$ cat src/rtl/rgtx_pkg.sv
package rgtx_pkg;

  // Control bit carried during the high half of the clock.
  function automatic logic ctl_rise(input logic en);
    return en;
  endfunction

  // Control bit carried during the low half: enable folded with error.
  function automatic logic ctl_fall(input logic en, input logic er);
    return en ^ er;
  endfunction

  // Idle means neither enable nor error is asserted.
  function automatic logic is_idle(input logic en, input logic er);
    return !en && !er;
  endfunction

endpackage

$ cat src/rtl/rgtx_capture.sv
module rgtx_capture
  import rgtx_pkg::*;
#(
  parameter int NIB_W = 4
) (
  input  logic               clk,
  input  logic               rst,
  input  logic [2*NIB_W-1:0] byte_i,
  input  logic               en_i,
  input  logic               er_i,
  output logic [NIB_W:0]     rise_o,
  output logic [NIB_W:0]     fall_o
);
  localparam int BYTE_W = 2 * NIB_W;

  logic             idle;
  logic [NIB_W:0]   rise_d;
  logic [NIB_W:0]   fall_d;

  always_comb begin
    idle   = is_idle(en_i, er_i);
    rise_d = {ctl_rise(en_i), idle ? {NIB_W{1'b0}} : byte_i[NIB_W-1:0]};
    fall_d = {ctl_fall(en_i, er_i), idle ? {NIB_W{1'b0}} : byte_i[BYTE_W-1:NIB_W]};
  end

  always_ff @(posedge clk) begin
    if (rst) begin
      rise_o <= '0;
      fall_o <= '0;
    end else begin
      rise_o <= rise_d;
      fall_o <= fall_d;
    end
  end

endmodule

$ cat src/rtl/rgtx_ddr_bit.sv
module rgtx_ddr_bit (
  input  logic clk,
  input  logic rise_i,
  input  logic fall_i,
  output logic q_o
);
  logic fall_hold;

  // Falling-edge half launches from a register loaded at the falling edge.
  always_ff @(negedge clk) begin
    fall_hold <= fall_i;
  end

  assign q_o = clk ? rise_i : fall_hold;

endmodule

$ cat src/rtl/rgtx_clk_fwd.sv
module rgtx_clk_fwd (
  input  logic clk,
  input  logic clk_q90,
  input  logic shift_mode,
  output logic clk_o
);
  assign clk_o = shift_mode ? clk_q90 : clk;
endmodule

$ cat src/rtl/rgmii_tx_adapter.sv
module rgmii_tx_adapter #(
  parameter int NIB_W = 4,
  localparam int BYTE_W = 2 * NIB_W,
  localparam int LANES  = NIB_W + 1
) (
  input  logic              clk_i,
  input  logic              clk_q90_i,
  input  logic              rst_i,
  input  logic              shift_mode_i,
  input  logic [BYTE_W-1:0] tx_byte_i,
  input  logic              tx_en_i,
  input  logic              tx_er_i,
  output logic [NIB_W-1:0]  rg_txd_o,
  output logic              rg_ctl_o,
  output logic              rg_clk_o
);
  // Named stage wires, visible to the bound checker.
  logic [LANES-1:0] stage_rise;
  logic [LANES-1:0] stage_fall;
  logic [LANES-1:0] lane_q;

  rgtx_capture #(.NIB_W(NIB_W)) u_cap (
    .clk    (clk_i),
    .rst    (rst_i),
    .byte_i (tx_byte_i),
    .en_i   (tx_en_i),
    .er_i   (tx_er_i),
    .rise_o (stage_rise),
    .fall_o (stage_fall)
  );

  for (genvar g = 0; g < LANES; g++) begin : g_lane
    rgtx_ddr_bit u_bit (
      .clk    (clk_i),
      .rise_i (stage_rise[g]),
      .fall_i (stage_fall[g]),
      .q_o    (lane_q[g])
    );
  end

  assign rg_txd_o = lane_q[NIB_W-1:0];
  assign rg_ctl_o = lane_q[NIB_W];

  rgtx_clk_fwd u_fwd (
    .clk        (clk_i),
    .clk_q90    (clk_q90_i),
    .shift_mode (shift_mode_i),
    .clk_o      (rg_clk_o)
  );

endmodule

$ cat config.mk
export PLATFORM = sky130hd
export DESIGN_NAME = rgmii_tx_adapter
export DESIGN_NICKNAME = d
export VERILOG_FILES = /design/src/rtl/rgtx_pkg.sv /design/src/rtl/rgtx_capture.sv /design/src/rtl/rgtx_ddr_bit.sv /design/src/rtl/rgtx_clk_fwd.sv /design/src/rtl/rgmii_tx_adapter.sv
export SDC_FILE = /design/constraint.sdc
export NUM_CORES = 1
export LEC_CHECK = 0
export CORE_AREA = 2 2 39 41
export CTS_BUF_LIST = sky130_fd_sc_hd__clkbuf_8
export DETAILED_ROUTE_END_ITERATION = 12
export DIE_AREA = 0 0 41 43
export DONT_BUFFER_PORTS = 1
export PLACE_DENSITY = 0.69
export SYNTH_ARGS = -nofsm -noshare
export SYNTH_HDL_FRONTEND = slang
export SYNTH_HIERARCHICAL = 1
export SYNTH_SLANG_ARGS = --single-unit
$ cat constraint.sdc
create_clock -name clk_i -period 0.9 [get_ports clk_i]
set_input_delay 0.135 -clock clk_i [delete_from_list [all_inputs] [get_ports clk_i]]
set_output_delay 0.135 -clock clk_i [all_outputs]
set_load 0.005 [all_outputs]
==> metrics.txt, run 1 <==
n_diodes 0; Post-CTS Setup Repair Bufs 0; die width 41 µm; Post-Layout Inst Area 772 µm²; FF-to-FF End g_lane[3].u_bit/fall_hold$_DFF_N_; Min-Delay Path Depth 3; worst hold endpoint u_cap/fall_o[4]$_SDFF_PP0_; Layout area overhead 36.8%; IO Port Bufs 0; Final Net Count 73; failing checks setup timing; syn avg cell area 13.8 µm²; Initial Util 40.8%; final hold violations 0; Max stage delay on crit path 290 ps; Tot Pwr 0.00234 W; relative max-transition margin 64.3%; GP Congestion 0.530; DRC 0; largest net degree at the start of global routing 11; post-synthesis net count 56; CP Class reg -> out; TritonCTS clock tree yes; Total Die Area 0.00176 mm²; Placeable Area 0.00138 mm²; Crit. End Element output port; drt pass-1 iters 2; Vias/cell 4.49; initial antenna violation count 0; Buf+Inv Stages, Crit Path 0; vias in the first global route 411; number of setup violations in the final report 6; Die Y 43 µm; layout cells sized above 1 37.9%; Final Core Density 55.8%; clk slew on worst S/H paths 60 ps; status complete, but fails checks; worst r2r path cells 0; Layout Skew 78.1 ps; area post-placement 562 µm²; worst hold start tx_er_i; r2r setup slk 120 ps; Iteration-0 DRC Markers 4; Yosys warning total 6; final WL 884 µm; power density over cell area 3030 mW/mm²; commonest non-fill, non-tap cell in the layout dfxtp_1; RSZ-0062 raised after global routing yes; Pins Over Slew Limit 0; Peak supply drop 1800 µV; Syn Inst Count 41; io pins 20; P_leak 0.359 nW; Unique masters post-synth 7; Seq cells post-synth 15; largest fanout on the critical path 1; Req. time, crit path 760 ps; Slew @ Worst Pin 536 ps; Top Family by Delay on Critical Path flip-flops; grt ovf 0; All-Layer GR Usage 13.9%; CP max-delay cell dfxtp_1; num rows 14; first-pass GRT wire length 1.39 mm; setup ws final -667 ps; commonest cells after routing, fill and taps aside dfxtp_1 (15), dlygate4sd3_1 (9), nor3b_2 (8); Via Count 332; synthesized cell area 564 µm²; CP Launch Type flip-flop; Critical Path AT 1430 ps; max-cap violations 0; RR Startpoint u_cap/fall_o[3]$_SDFF_PP0_; wire length per cell 11.9 µm; sequential area share after synthesis 53.2%; worst-path cell chain mux2_4; HP Class in -> reg; worst-skew pair later-pin latency 430 ps; antenna-violating nets left 0
==> worst max-delay path by stage <==
stage / start / to / slack [ps] / cells past startpoint
after floorplan: g_lane[4].u_bit/fall_hold$_DFF_N_ / rg_ctl_o / -220 / 1
after global placement: g_lane[1].u_bit/fall_hold$_DFF_N_ / rg_txd_o[1] / -220 / 1
after detailed placement: g_lane[1].u_bit/fall_hold$_DFF_N_ / rg_txd_o[1] / -230 / 1
after CTS: g_lane[1].u_bit/fall_hold$_DFF_N_ / rg_txd_o[1] / -680 / 1
after global routing: g_lane[1].u_bit/fall_hold$_DFF_N_ / rg_txd_o[1] / -710 / 1
final: g_lane[1].u_bit/fall_hold$_DFF_N_ / rg_txd_o[1] / -670 / 1
==> kinds of logic after synthesis <==
kind of cell / Yosys count / share of synthesized area, %
adder cells (fa/ha/maj): 1 / 2.22
flip-flops: 15 / 53.2
multiplexers: 6 / 16.0
AND/OR/NAND/NOR: 10 / 20.0
buffers and inverters: 9 / 8.65
==> registers in the layout, summed over array words and instances (netlist names) <==
| name | cells |
|---|---|
| u_cap/fall_o | 5 |
| g_lane.u_bit/fall_hold | 5 |
| u_cap/rise_o | 5 |
==> where the power goes <==
part	switching, W	leakage [nW]	internal (W)
logic	0.0000302	0.103	0.0000530
registers	0.00000859	0.124	0.000704
clock network	0.000565	0.132	0.000978
total	0.000604	0.359	0.00174
==> Yosys cell counts (all sizes together) <==
cell   number  share of area, %
nor3b       8                18
inv         7               4.7
ha          1               2.2
dfxtp      15                53
nor2b       2               2.2
mux2        6                16
buf         2               4.0
==> per-stage QoR <==
stage               TNS (ps)  hold slack [ps]  std cells  setup WS (ps)
global route           -3740              100         74           -713
detailed placement     -1130              209         55           -228
CTS                    -3620             63.7         74           -683
floorplan              -1090              257         41           -219
finish                 -3510             63.6         74           -667
global placement       -1100              208         55           -224
==> routing by layer <==
layer	up-vias	part of all wire, %	track usage (%)
met5	-	0	0
met4	0	1.2	20.0
met3	2	12	13.1
met2	20	49	17.5
met1	147	38	8.79
li1	163	-	-
==> what timing repair did <==
item / in CTS / in global routing
setup endpoints to repair: 6 / 13
hold endpoints to repair: 10 / 0
hold buffers: 10 / 0
resized for setup: 0 / 2
==> final cells by class <==
class                   count  area, µm²
fillers                   125        612
flip-flops and latches     15        300
multi-input cells          17        215
well taps                  16       20.0
inverters                   2       7.51
clock inverters             7       28.8
clock buffers               7       97.6
repair buffers             10        103
No activity file was read; power rests on OpenSTA's default activity.
==> run 2: changes to the inputs <==
Settings changed: PLACE_DENSITY 0.69 to 0.59.
==> run 2 against run 1 <==
  * The run still ends with setup timing left
  * Combinational power is 2% higher
  * Cell count is 2.7% higher
  * Die area stayed put
  * Clock skew is 12 ps higher
  * Non-clock buffer count is 1 higher
  * Global-route usage is 0.43 points higher
  * Flip-flop and latch count stayed put
==> metrics.txt, run 2 (synthesis gave the netlist of run 1 again) <==
status complete, but fails checks; failing checks setup timing; largest fanout on the critical path 1 (unchanged); Placeable Area 0.00138 mm² (unchanged); commonest non-fill, non-tap cell in the layout dfxtp_1; Die Y 43 µm (unchanged); Initial Util 40.8% (unchanged); DRC 0 (unchanged); HP Class in -> reg; num rows 14 (unchanged); Peak supply drop 1610 µV (-10%); Req. time, crit path 760 ps (about the same); Pins Over Slew Limit 0 (unchanged); vias in the first global route 376 (-8.5%); sequential cell area 300 µm² (unchanged); Layout Skew 89.9 ps (+11.8 ps); TritonCTS clock tree yes; largest net degree at the start of global routing 11 (unchanged); Filler Cell Count 117 (-6.4%); area post-placement 569 µm² (+1.3%); grt ovf 0 (unchanged); Total Die Area 0.00176 mm² (unchanged); layout cells sized above 1 38.3% (+0.40 points); All-Layer GR Usage 14.3% (+0.43 points); Final Net Count 75 (+2.7%); Max stage delay on crit path 290 ps (about the same); Via Count 337 (+1.5%); Crit. End Element output port; Top Family by Delay on Critical Path flip-flops; CP Launch Type flip-flop; Iteration-0 DRC Markers 6 (+2); Largest regs g_lane.u_bit/fall_hold: 5 flops, u_cap/fall_o: 5 flops, u_cap/rise_o: 5 flops; first-pass GRT wire length 1.39 mm (-0.50%); setup ws final -674 ps (-7.32 ps); Post-Layout Inst Area 785 µm² (+1.6%); Critical Path AT 1440 ps (about the same); io pins 20 (unchanged); number of setup violations in the final report 6 (unchanged); GP Congestion 0.625 (+18%); multi-input logic area 215 µm² (unchanged); clk slew on worst S/H paths 60 ps (about the same); Vias/cell 4.43 (-1.2%); relative max-transition margin 63.5% (-0.78 points); max-cap violations 0 (unchanged); die width 41 µm (unchanged); commonest cells after routing, fill and taps aside dfxtp_1 (15), dlygate4sd3_1 (9), inv_1 (8), nor3b_2 (8); final hold violations 0 (unchanged); P_leak 0.370 nW (+3.0%); worst-skew pair later-pin latency 430 ps (about the same); Slew @ Worst Pin 548 ps (+11.6 ps); Layout area overhead 39.0%; initial antenna violation count 0 (unchanged); IO Port Bufs 0 (unchanged); n_diodes 0 (unchanged); pre-CTS WS -230 ps (-2.02 ps); antenna-violating nets left 0 (unchanged); RSZ-0062 raised after global routing yes; CP max-delay cell dfxtp_1; Buf+Inv Stages, Crit Path 0 (unchanged); wire length per cell 11.5 µm (-4.1%); final WL 871 µm (-1.5%); worst-path cell chain mux2_4; drt pass-1 iters 4 (+2); CP Class reg -> out; power density over cell area 3010 mW/mm² (-0.61%)
run 2: cell types whose count changed in the layout (fill, tap and decap cells not counted), sizes merged:
cell and change:
buf +2
run 2: what timing repair did:
action	CTS	global route
setup buffers	1	0
hold endpoints to repair	10	0
hold buffers	10	0
resized for setup	0	2
endpoints found under the setup margin	6	16
run 2: area by class of cell:
type,count,share of cell area (%)
well taps,16,2.55
inverters,2,0.957
repair buffers,11,14.0
clock inverters,7,3.35
flip-flops and latches,15,38.3
multi-input cells,17,27.4
clock buffers,8,13.4
run 2: metrics by stage:
| step | total power, W | util, % | TNS [ps] | hold slack, ps | cells |
|---|---|---|---|---|---|
| after floorplan | 0.00111 | - | -1090 | 257 | 41 |
| after global placement | 0.00110 | 41.1 | -1090 | 208 | 56 |
| after detailed placement | 0.00111 | 41.1 | -1120 | 209 | 56 |
| after CTS | 0.00237 | 56.4 | -3570 | 68.1 | 76 |
| after global routing | 0.00253 | 56.7 | -3720 | 93.9 | 76 |
| final | 0.00236 | 56.7 | -3510 | 68.5 | 76 |
run 2: path summary, 6_finish.rpt:
check | start | to | slack (ps) | cells after the start
setup / recovery | g_lane[3].u_bit/fall_hold$_DFF_N_ | rg_txd_o[3] | -670 | 1
hold reg to reg | u_cap/fall_o[3]$_SDFF_PP0_ | g_lane[3].u_bit/fall_hold$_DFF_N_ | 690 | 0
hold / removal | tx_er_i | u_cap/fall_o[4]$_SDFF_PP0_ | 70 | 3
setup reg to reg | u_cap/fall_o[0]$_SDFF_PP0_ | g_lane[0].u_bit/fall_hold$_DFF_N_ | 120 | 0
run 2: layer usage:
metal,share of wire [%],GRT usage (%),up-vias
met2,55,15.9,15
li1,-,-,165
met3,7.9,12.0,2
met1,35,11.5,155
met5,0,0,-
met4,1.4,22.0,0
run 2: report_power, final:
group | switching, W | leakage, nW | total (W) | internal, W
logic | 0.0000303 | 0.108 | 0.0000846 | 0.0000543
clock network | 0.000545 | 0.138 | 0.00156 | 0.00102
registers | 0.00000915 | 0.124 | 0.000714 | 0.000704
total | 0.000584 | 0.370 | 0.00236 | 0.00178
